==> src/rtl/clksel_pkg.sv <==
package clksel_pkg;

    typedef enum logic [1:0] {
        CK_BASE   = 2'b00,
        CK_DOUBLE = 2'b01,
        CK_RSVD   = 2'b10,
        CK_QUAD   = 2'b11
    } ck_sel_e;

    typedef struct packed {
        logic    fast_rd;
        logic    enh;
        logic    nosync;
        ck_sel_e sel;
    } setup_t;

    localparam logic [7:0] RESTART_CODE = 8'h18;
    localparam int BIT_FAST   = 0;
    localparam int BIT_ENH    = 1;
    localparam int BIT_NOSYNC = 2;
    localparam int SEL_LO     = 4;

    localparam setup_t SETUP_RESET = '{fast_rd: 1'b0, enh: 1'b0, nosync: 1'b0, sel: CK_BASE};

    function automatic logic sel_legal(input logic [1:0] s);
        return s != CK_RSVD;
    endfunction

    function automatic logic over_5m(input ck_sel_e s);
        return s == CK_QUAD;
    endfunction

    function automatic logic [7:0] pack_setup(input setup_t s);
        logic [7:0] r;
        r = 8'h00;
        r[BIT_FAST]           = s.fast_rd;
        r[BIT_ENH]            = s.enh;
        r[BIT_NOSYNC]         = s.nosync;
        r[SEL_LO+1:SEL_LO]    = s.sel;
        return r;
    endfunction

endpackage

==> src/rtl/clksel_regs.sv <==
module clksel_regs
    import clksel_pkg::*;
(
    input  logic       clk,
    input  logic       rst,
    input  logic       wr_en,
    input  logic [7:0] wdata,
    output setup_t     cfg,
    output logic       change_req
);
    logic    once_used;
    ck_sel_e new_sel;

    assign new_sel    = ck_sel_e'(wdata[SEL_LO+1:SEL_LO]);
    assign change_req = wr_en && !once_used && sel_legal(new_sel) && (new_sel != cfg.sel);

    always_ff @(posedge clk) begin
        if (rst) begin
            cfg       <= SETUP_RESET;
            once_used <= 1'b0;
        end else begin
            if (wr_en) begin
                cfg.fast_rd <= wdata[BIT_FAST];
                cfg.enh     <= wdata[BIT_ENH];
                cfg.nosync  <= wdata[BIT_NOSYNC];
            end
            if (change_req) begin
                cfg.sel   <= new_sel;
                once_used <= 1'b1;
            end
        end
    end
endmodule

==> src/rtl/clksel_lock_timer.sv <==
module clksel_lock_timer #(
    parameter int LOCK_CYCLES = 160
) (
    input  logic clk,
    input  logic rst,
    input  logic start,
    output logic pll_pwr,
    output logic locked
);
    localparam int CW = $clog2(LOCK_CYCLES + 1);
    localparam logic [CW-1:0] LAST = CW'(LOCK_CYCLES - 1);

    logic [CW-1:0] cnt;

    always_ff @(posedge clk) begin
        if (rst) begin
            pll_pwr <= 1'b0;
            locked  <= 1'b0;
            cnt     <= '0;
        end else if (start) begin
            pll_pwr <= 1'b1;
            locked  <= 1'b0;
            cnt     <= '0;
        end else if (pll_pwr && !locked) begin
            if (cnt == LAST) locked <= 1'b1;
            else             cnt    <= cnt + 1'b1;
        end
    end
endmodule

==> src/rtl/clksel_run_ctl.sv <==
module clksel_run_ctl
    import clksel_pkg::*;
(
    input  logic       clk,
    input  logic       rst,
    input  logic       halt_req,
    input  logic       cmd_we,
    input  logic [7:0] cmd_data,
    input  logic       locked,
    output logic       core_run,
    output logic       early_flag
);
    logic restart_hit;
    assign restart_hit = cmd_we && (cmd_data == RESTART_CODE) && !core_run;

    always_ff @(posedge clk) begin
        if (rst) begin
            core_run   <= 1'b1;
            early_flag <= 1'b0;
        end else if (halt_req) begin
            core_run <= 1'b0;
        end else if (restart_hit) begin
            core_run <= 1'b1;
            if (!locked) early_flag <= 1'b1;
        end
    end
endmodule

==> src/rtl/clkcfg_setup.sv <==
module clkcfg_setup
    import clksel_pkg::*;
#(
    parameter int LOCK_CYCLES = 160
) (
    input  logic       clk,
    input  logic       rst,
    input  logic       cfg_we,
    input  logic [7:0] cfg_wdata,
    input  logic       cmd_we,
    input  logic [7:0] cmd_wdata,
    input  logic       bus_fast_pin,
    output logic [7:0] cfg_rdata,
    output logic [1:0] ratio_sel,
    output logic       core_run,
    output logic       pll_pwr_up,
    output logic       pll_locked,
    output logic       early_restart,
    output logic       cfg_error,
    output logic       fast_read_en,
    output logic       enh_mode,
    output logic       line_idle_req
);
    setup_t cfg;
    logic   change_req;

    clksel_regs u_regs (
        .clk        (clk),
        .rst        (rst),
        .wr_en      (cfg_we),
        .wdata      (cfg_wdata),
        .cfg        (cfg),
        .change_req (change_req)
    );

    clksel_lock_timer #(.LOCK_CYCLES(LOCK_CYCLES)) u_timer (
        .clk     (clk),
        .rst     (rst),
        .start   (change_req),
        .pll_pwr (pll_pwr_up),
        .locked  (pll_locked)
    );

    clksel_run_ctl u_run (
        .clk        (clk),
        .rst        (rst),
        .halt_req   (change_req),
        .cmd_we     (cmd_we),
        .cmd_data   (cmd_wdata),
        .locked     (pll_locked),
        .core_run   (core_run),
        .early_flag (early_restart)
    );

    assign cfg_rdata     = pack_setup(cfg);
    assign ratio_sel     = cfg.sel;
    assign cfg_error     = over_5m(cfg.sel) && !cfg.enh;
    assign fast_read_en  = cfg.fast_rd && bus_fast_pin;
    assign enh_mode      = cfg.enh;
    assign line_idle_req = !cfg.nosync;
endmodule

==> config.mk <==
export PLATFORM = sky130hd
export DESIGN_NAME = clkcfg_setup
export DESIGN_NICKNAME = d
export VERILOG_FILES = /design/src/rtl/clksel_pkg.sv /design/src/rtl/clksel_regs.sv /design/src/rtl/clksel_lock_timer.sv /design/src/rtl/clksel_run_ctl.sv /design/src/rtl/clkcfg_setup.sv
export SDC_FILE = /design/constraint.sdc
export NUM_CORES = 1
export LEC_CHECK = 0
export BUFFER_PORTS_ARGS = -buffer_cell sky130_fd_sc_hd__buf_2
export CAP_MARGIN = 20
export CORE_MARGIN = 2
export CORE_UTILIZATION = 45
export DETAILED_ROUTE_END_ITERATION = 16
export PLACE_DENSITY_LB_ADDON = 0.25
export REMOVE_ABC_BUFFERS = 1
export SYNTH_ARGS = -nofsm -noshare
export SYNTH_HDL_FRONTEND = slang
export SYNTH_SLANG_ARGS = --single-unit
==> constraint.sdc <==
create_clock -name clk -period 1.6 [get_ports clk]
set_input_delay 0.32 -clock clk [delete_from_list [all_inputs] [get_ports clk]]
set_output_delay 0.32 -clock clk [all_outputs]
set_load 0.02 [all_outputs]
==> results.tsv, run 1 <==
stage	metric	value	unit
timing	Worst Skew	1.625	ps
cts	Clock Tree Buf Depth	2	
worst_setup_path	largest delay contributor family on the critical path	simple AND/OR/NAND/NOR gates	
detailed_routing	Detailed Routing Iterations Pass 1	2	
global_route	met1 Track Usage GR	0.1889	
status	outcome	finished clean	
global_route	initial antenna violation count	0	
synthesis	Post-Synthesis Cells	96	
timing	post-layout minimum cycle time	1334	ps
layout	area delta synth->final	21.12	%
floorplan	I/O pins	39	
detailed_routing	via count of the routed design	748	
power	Max VDD drop	0.5108	mV
synthesis	sequential share of the synthesized area	0.4018	
place	gp weighted congestion	0.8512	
synthesis	Avg Synthesized Cell Area	8.824	um2
timing	post-route setup TNS	0	ps
global_route	met2 GRT Util	0.3000	
timing	f_max	0.7494	GHz
floorplan	DIE AREA	0.002245	mm2
worst_setup_path	Worst setup SP type	register	
layout	fin area	0.001026	mm2
synthesis	top-count cell post-synth	dfxtp_1	
worst_setup_path	Critical Path Max Stage Delay	430	ps
floorplan	Die Wd	47.39	um
cts	CTS tree	done	
floorplan	starting density of the core	0.4853	
cts	Clock Pin Slew Worst Setup and Hold Paths	100	ps
cts	Post-CTS Resized	0	
worst_setup_path	Critical Path AT	1560	ps
layout	final core occ	0.5878	
detailed_routing	Detailed Route WL	1.653	mm
synthesis	Post-synth EDFFs	0	
detailed_routing	ANT nets after route	0	
synthesis	Synth Flop Type	dfxtp_1	
floorplan	Chip Height	47.39	um
cts	CTS root buf	clkbuf_4	
floorplan	Core Rows	15	
timing	Final Hold Fails	0	
flow_run	maximum capacitance violations	0	
power	power per cell area	804.2	mW/mm2
global_route	grt total ovfl	0	
global_route	largest net degree at the start of global routing	18	
global_route	global-route wire length before repair	2.704	mm
power	Static Leak	0.4807	nW
worst_setup_path	Crit Path Max Fanout	5	
hold_path	class of the worst hold path	primary input to register	
timing	max-slew violations	0	
global_route	vias in the first global route	671	
place	placed cell area	996.0	um2
cts	H-tree levels	1	
worst_setup_path	CP Buf/Inv Count	0	
detailed_routing	Iter 0 DRT Violations	4	
synthesis	FF+latch count, synth	17	
layout	layout cells sized above 1	0.3150	
synthesis	ranking of synthesized cells by area	dfxtp_1 40%, mux2i_1 5.9%, nor3_1 5.9%, buf_4 5.3%, nor2b_1 3.7%	
synthesis	post-synth top area cell	dfxtp_1	
worst_setup_path	CP Class	register to register	
power	post-layout power	0.8250	mW
global_route	Overall Global Routing Usage	0.1737	
floorplan	Core Area	0.001745	mm2
synthesis	post-synth top area share	0.4018	
cts	post-CTS setup buffer count	0	
timing	slack of the critical path	265.7	ps
place	Post-DP HPWL	1.302	mm
synthesis	ys async rst share	0	
detailed_routing	routed vias/inst	4.921	
cts	Worst-Skew Late Latency	290	ps
global_route	GR Util met3	0.05769	
detailed_routing	WL per Instance	10.88	um
worst_setup_path	Req. time, crit path	1830	ps
synthesis	most instantiated cells after synthesis	17 x dfxtp_1, 10 x nor3_1, 8 x nor2_1	
detailed_routing	# DRC	0	
timing	period utilization	0.8340	
place	DP Worst Slack	163.4	ps
worst_setup_path	crit path capture type	register	
synthesis	Syn Std Cell Area	847.1	um2
cts	Num CTS Buffers	3	
worst_setup_path	slowest CP cell	or3b_4	
global_route	Most Used Layer, Global Route	met2	
synthesis	Yosys warning count	0	
place	IO Port Bufs	32	
layout	NumNets Final	150	
synthesis	Distinct cells, synth	35	
cts	CTS Hold Bufs	0	
worst_setup_path	crit-path cells	or3b_4 -> o21a_1 -> xnor2_1 -> nor3_1	
timing	RSZ-0062 raised after global routing	no	
cts	Num Clock Sinks	17	
timing	final setup fails	0	
layout	antenna cells	0	
power breakdown:
part / leakage, nW / internal (mW) / switching, mW
logic: 0.328 / 0.0581 / 0.0776
clock network: 0.0139 / 0.0953 / 0.141
registers: 0.138 / 0.438 / 0.0150
total: 0.481 / 0.592 / 0.233
sequential cells by signal, indices dropped and copies added, names as in the netlist:
signal            count
u_timer.cnt           8
u_regs.cfg            5
u_run.core_run        1
u_run.early_flag      1
u_timer.locked        1
u_timer.pll_pwr       1
final timing paths:
path,start,end,slack (ps),cells past startpoint
max,u_timer.cnt[5],u_timer.cnt[0],270,4
min,cfg_wdata[1],u_regs.cfg[3],260,3
max reg2reg,u_timer.cnt[5],u_timer.cnt[0],270,4
min reg2reg,u_run.early_flag,u_run.early_flag,480,2
layer usage:
| layer | up-vias | part of all wire |
|---|---|---|
| met3 | 4 | 0.036 |
| met5 | - | 0 |
| met2 | 17 | 0.51 |
| met4 | 0 | 0.019 |
| met1 | 341 | 0.43 |
| li1 | 386 | - |
per-stage QoR:
stage | hold WS [ps] | cells
6_report | 257.6 | 152
5_1_grt | 269.3 | 152
4_1_cts | 247.9 | 152
3_5_place_dp | 465.5 | 148
3_3_place_gp | 457.1 | 148
2_1_floorplan | 389.1 | 89
area by class of cell:
cell class	instances	area [um2]
clock buffer	3	22.52
sequential	17	340.3
inverter	4	15.01
multi-input combinational	68	434.2
clock inverter	1	7.507
fill	186	719.4
timing repair buffer	34	175.2
tap	25	31.28
tightest hold or removal path, stage by stage:
cell     delay, ps
buf_2           80
mux2i_1         60
nor2_1          70
placed cells by master (no fill, tap or decap), types with 2 or more instances in the layout:
cell type  count
nand3_1        2
a21oi_1        4
nand4_1        2
clkbuf_4       3
o21ai_0        2
inv_1          4
o21bai_1       2
xor2_1         3
buf_2         32
buf_4          2
dfxtp_1       17
nor2b_1        5
xnor2_1        2
mux2i_1        5
nor3_1        10
nand2_1        4
nor2_1         8
conb_1         3
cell families after synthesis:
group | synth area share
AOI/OAI and AO/OA | 0.1019
other | 0.004427
DFF | 0.4018
muxes | 0.05909
and+or+nand+nor | 0.2718
buffers and inverters | 0.09451
xor gates and xnor gates | 0.05171
adders and majority gates | 0.01477
No activity file was read; power rests on OpenSTA's default activity.
==> inputs of run 2 (changes only) <==
Clock period 1.6 ns to 1.35 ns, I/O delays scaled along.
==> results.tsv, run 2 (synthesis results as in run 1) <==
stage	metric	value	unit	change
layout	antenna cells	0		unchanged
worst_setup_path	Critical Path Max Stage Delay	400	ps	-30 ps
floorplan	Chip Height	47.39	um	unchanged
layout	most frequent cells in the layout	32 x buf_2, 11 x dfxtp_1, 10 x nor3_1		
layout	Layout fillers	177		-4.8%
global_route	initial antenna violation count	0		unchanged
worst_setup_path	Crit Path Max Fanout	5		unchanged
timing	Worst Skew	1.042	ps	-0.5826 ps
detailed_routing	ANT nets after route	0		unchanged
hold_path	class of the worst hold path	primary input to register		
timing	period utilization	0.9745		+0.1406
layout	NumNets Final	151		+0.67%
layout	layout cells sized above 1	0.3750		+0.06004
floorplan	Core Rows	15		unchanged
global_route	global-route wire length before repair	2.725	mm	+0.78%
detailed_routing	# DRC	0		unchanged
floorplan	starting density of the core	0.4853		unchanged
flow_run	maximum capacitance violations	0		unchanged
global_route	grt total ovfl	0		unchanged
detailed_routing	M1 wire length	770	um	+7.2%
timing	f_max	0.7601	GHz	+1.4%
layout	max FFs per register	8		unchanged
layout	multi-input combinational cell area	436.7	um2	+0.58%
power	power per cell area	930.4	mW/mm2	+16%
cts	Clock Pin Slew Worst Setup and Hold Paths	100	ps	about the same
timing	final hold slack	212.7	ps	-44.88 ps
timing	post-layout minimum cycle time	1316	ps	-18.71 ps
cts	CTS root buf	clkbuf_4		
status	outcome	finished clean		
timing	post-route setup TNS	0	ps	unchanged
global_route	vias in the first global route	671		unchanged
layout	register area	347.8	um2	+2.2%
worst_setup_path	Critical Path AT	1500	ps	-60 ps
place	Cells after DPL	149		+0.68%
floorplan	Die Wd	47.39	um	unchanged
global_route	largest net degree at the start of global routing	18		unchanged
timing	RSZ-0062 raised after global routing	yes		
layout	area delta synth->final	22.90	%	
floorplan	I/O pins	39		unchanged
detailed_routing	Detailed Route WL	1.718	mm	+3.9%
worst_setup_path	slowest CP cell	or3b_4		
layout	leading registers by flop count	u_timer.cnt (8), u_regs.cfg (5)		
place	gp weighted congestion	0.8081		-5.1%
timing	Final Hold Fails	0		unchanged
cts	Worst-Skew Late Latency	280	ps	about the same
worst_setup_path	CP Buf/Inv Count	0		unchanged
worst_setup_path	crit path capture type	register		
cts	Clock Tree Buf Depth	2		unchanged
cts	Num CTS Buffers	3		unchanged
layout	commonest non-fill, non-tap cell in the layout	buf_2		
worst_setup_path	largest delay contributor family on the critical path	simple AND/OR/NAND/NOR gates		
layout	Biggest register	u_timer.cnt		
detailed_routing	met3 wire len	61	um	+1.7%
layout	Layout Cells excl Fill	153		+0.66%
floorplan	DIE AREA	0.002245	mm2	unchanged
worst_setup_path	CP Class	register to register		
detailed_routing	routed vias/inst	4.895		-0.52%
power	Static Leak	0.4879	nW	+1.5%
floorplan	Core Area	0.001745	mm2	unchanged
detailed_routing	Iter 0 DRT Violations	9		+5
worst_setup_path	crit-path cells	or3b_4 -> o211ai_1 -> xor2_1 -> nor3_1		
global_route	Overall Global Routing Usage	0.1766		+0.002886
place	IO Port Bufs	32		unchanged
timing	final setup fails	0		unchanged
detailed_routing	top routing layer used	met4		
detailed_routing	via count of the routed design	749		+0.13%
worst_setup_path	Worst setup SP type	register		
detailed_routing	Detailed Routing Iterations Pass 1	4		+2
place	Post-DP HPWL	1.305	mm	+0.22%
cts	post-CTS setup buffer count	0		unchanged
cts	H-tree levels	1		unchanged
power	post-layout power	0.9686	mW	+17%
power	Max VDD drop	0.5958	mV	+17%
detailed_routing	met2 WL post-DR	866	um	+2.7%
worst_setup_path	Req. time, crit path	1530	ps	-300 ps
cts	CTS tree	done		
cts	Num Clock Sinks	17		unchanged
timing	max-slew violations	0		unchanged
detailed_routing	WL per Instance	11.23	um	+3.3%
[run 2: final timing paths]
| kind | endpoint | cells after the start | from | slack (ps) |
|---|---|---|---|---|
| hold / removal | u_regs.cfg[3] | 3 | cfg_wdata[1] | 210 |
| setup / recovery | u_timer.cnt[5] | 4 | u_timer.cnt[6] | 30 |
| setup reg to reg | u_timer.cnt[5] | 4 | u_timer.cnt[6] | 30 |
| hold reg to reg | u_run.early_flag | 2 | u_run.early_flag | 490 |
[run 2: stage by stage]
stage                     setup WS (ps)  utilization  area (um2)
after floorplan                  -317.4            -       789.5
after global placement           -1.325       0.5749        1003
after detailed placement         -155.5       0.5749        1003
after CTS                         16.96       0.5907        1031
after global routing             -20.68       0.5964        1041
final                             34.37       0.5964        1041
[run 2: power by group]
group	switching [mW]	internal, mW
clock network	0.156	0.110
logic	0.0941	0.0694
registers	0.0181	0.521
[run 2: repair_timing]
| item | CTS | global route |
|---|---|---|
| endpoints found under the setup margin | 0 | 8 |
| gates resized for setup | 0 | 8 |
| hold buffers | 0 | 0 |
[run 2: worst register-to-register path, delay by kind of cell, from the launching register on]
kind / cells / cell delay, ps
AO/OA/AOI/OAI: 1 / 240
flip-flops: 1 / 350
XOR/XNOR: 1 / 170
AND/OR/NAND/NOR: 2 / 460
[run 2: metal layers]
metal | vias to the layer above | GRT usage
met1 | 339 | 0.2047
met3 | 2 | 0.05769
li1 | 389 | -
met5 | - | 0
met4 | 0 | 0.06667
met2 | 19 | 0.3000
[run 2: final cells by class]
cell class,count,share of cell area
inverter,4,0.01442
timing repair buffer,35,0.1755
clock inverter,1,0.004808
tap,25,0.03005
sequential,17,0.3341
multi-input combinational,68,0.4195
clock buffer,3,0.02163
==> inputs of run 3 (changes only) <==
Settings changed: SETUP_SLACK_MARGIN set to 0.05.
==> results.tsv, run 3 (synthesis results as in run 1) <==
stage	metric	value	unit	change
status	outcome	finished clean		
layout	max FFs per register	8		unchanged
cts	CTS tree	done		
power	power per cell area	901.0	mW/mm2	-3.2%
timing	Worst Skew	3.396	ps	+2.354 ps
cts	Num CTS Buffers	3		unchanged
detailed_routing	via count of the routed design	772		+3.1%
floorplan	starting density of the core	0.4853		unchanged
layout	final core occ	0.6165		+0.02007
global_route	grt total ovfl	0		unchanged
cts	CTS root buf	clkbuf_4		
timing	f_max	0.7710	GHz	+1.4%
timing	final setup fails	0		unchanged
worst_setup_path	Reg-to-Reg Start	u_timer.cnt[6]		
floorplan	Core Rows	15		unchanged
timing	max-slew violations	0		unchanged
floorplan	Chip Height	47.39	um	unchanged
power	sw frac	0.2753		-0.001760
flow_run	maximum capacitance violations	0		unchanged
floorplan	Core Area	0.001745	mm2	unchanged
layout	layout cells sized above 1	0.4046		+0.02958
global_route	vias in the first global route	673		+0.30%
cts	H-tree levels	1		unchanged
power	Switch Pwr	0.2669	mW	-0.54%
power	Clock power frac	0.271		-0.004
global_route	largest net degree at the start of global routing	18		unchanged
power	Max VDD drop	0.5958	mV	about the same
hold_path	hold worst-path end	u_regs.cfg[3]		
worst_setup_path	Worst setup SP type	register		
worst_setup_path	Req. time, crit path	1530	ps	about the same
timing	post-route setup TNS	0	ps	unchanged
layout	leading registers by flop count	u_timer.cnt (8), u_regs.cfg (5)		
worst_setup_path	CP Launch Point	u_timer.cnt[6]		
power	Reg power frac	0.554		-0.002
hold_path	worst hold stages	3		unchanged
worst_setup_path	crit path capture type	register		
hold_path	min-delay src	cfg_wdata[1]		
global_route	initial antenna violation count	0		unchanged
worst_setup_path	Critical Path AT	1470	ps	-30 ps
detailed_routing	Detailed Routing Iterations Pass 1	4		unchanged
hold_path	class of the worst hold path	primary input to register		
worst_setup_path	R2R Setup Slk	50	ps	+20 ps
cts	Num Clock Sinks	17		unchanged
detailed_routing	WL per Instance	11.24	um	+0.13%
cts	Clock Pin Slew Worst Setup and Hold Paths	100	ps	about the same
timing	period utilization	0.9608		-0.01373
power	Static Leak	0.5056	nW	+3.6%
detailed_routing	# DRC	0		unchanged
power	Power Internal	0.7026	mW	+0.34%
layout	NumNets Final	154		+2.0%
worst_setup_path	Crit Path Max Fanout	5		unchanged
detailed_routing	ANT nets after route	0		unchanged
power	combinational power share	0.175		+0.006
place	gp weighted congestion	0.8081		unchanged
detailed_routing	Iter 0 DRT Violations	7		-2
cts	CTS Hold Bufs	0		unchanged
detailed_routing	routed vias/inst	4.949		+1.1%
worst_setup_path	CP Class	register to register		
layout	Biggest register	u_timer.cnt		
worst_setup_path	FF-to-FF End	u_timer.cnt[5]		
place	IO Port Bufs	32		unchanged
floorplan	Die Wd	47.39	um	unchanged
worst_setup_path	R2R cell count	4		unchanged
power	post-layout power	0.9695	mW	about the same
layout	commonest non-fill, non-tap cell in the layout	buf_2		
floorplan	I/O pins	39		unchanged
layout	antenna cells	0		unchanged
layout	area delta synth->final	27.03	%	
floorplan	DIE AREA	0.002245	mm2	unchanged
cts	Clock Tree Buf Depth	2		unchanged
timing	RSZ-0062 raised after global routing	yes		
global_route	Overall Global Routing Usage	0.1766		unchanged
global_route	global-route wire length before repair	2.732	mm	+0.26%
timing	post-layout minimum cycle time	1297	ps	-18.54 ps
cts	Worst-Skew Late Latency	280	ps	about the same
detailed_routing	Detailed Route WL	1.754	mm	+2.1%
place	Post-DP HPWL	1.305	mm	unchanged
timing	Final Hold Fails	0		unchanged
layout	most frequent cells in the layout	31 x buf_2, 11 x dfxtp_1, 10 x nor3_1		
run 3: changes by cell type in the layout (fill, tap and decap cells not counted), sizes merged:
| cell | before | now |
|---|---|---|
| buf | 35 | 38 |
run 3: power groups by stage:
stage	Sequential, mW	Combinational, mW	Clock (mW)
after floorplan	0.572	0.0646	0
after global placement	0.548	0.158	0
after detailed placement	0.549	0.163	0
after CTS	0.538	0.163	0.279
after global routing	0.540	0.185	0.305
final	0.537	0.170	0.263
run 3: how the worst max path moves through the flow:
stage | end | slack [ps] | cells after the start
floorplan | u_run.early_flag | -320 | 4
global placement | u_run.early_flag | -1 | 5
detailed placement | u_run.early_flag | -160 | 5
CTS | u_timer.cnt[5] | 40 | 4
global route | u_timer.cnt[5] | -6 | 4
finish | u_timer.cnt[5] | 50 | 4
run 3: area by class of cell:
cell class / instances / area (um2)
Multi-Input combinational cell: 68 / 441.7
Inverter: 4 / 15.01
Timing Repair Buffer: 38 / 207.7
Sequential cell: 17 / 352.8
Fill cell: 174 / 669.4
Clock inverter: 1 / 5.005
Clock buffer: 3 / 22.52
Tap cell: 25 / 31.28
run 3: repair_timing:
| action | CTS | global route |
|---|---|---|
| setup endpoints to repair | 4 | 11 |
| gates resized for setup | 3 | 10 |
| endpoints found under the hold margin | 0 | 0 |
| pin swaps | 2 | 2 |
| setup buffers | 1 | 2 |
run 3: critical path, cell delays in order (launching register included):
cell and delay (ps):
dfxtp_2 330, or3b_4 420, o211ai_1 220, xor2_1 170, nor3_1 60
run 3: layer usage:
metal / wire length (um) / part of all wire / track usage
met1: 773 / 0.44 / 0.2023
met2: 895 / 0.51 / 0.3027
met3: 66 / 0.038 / 0.05769
met4: 19 / 0.011 / 0.06667
met5: 0 / 0 / 0
run 3: metrics by stage:
| step | setup slack [ps] | cells | area (um2) | hold WS [ps] |
|---|---|---|---|---|
| 5_1_grt | -6.007 | 156 | 1076 | 200.3 |
| 3_5_place_dp | -155.5 | 149 | 1003 | 456.2 |
| 3_3_place_gp | -1.325 | 149 | 1003 | 457.4 |
| 6_report | 52.91 | 156 | 1076 | 213.6 |
| 2_1_floorplan | -317.4 | 89 | 789.5 | 339.1 |
| 4_1_cts | 41.85 | 154 | 1042 | 204.5 |
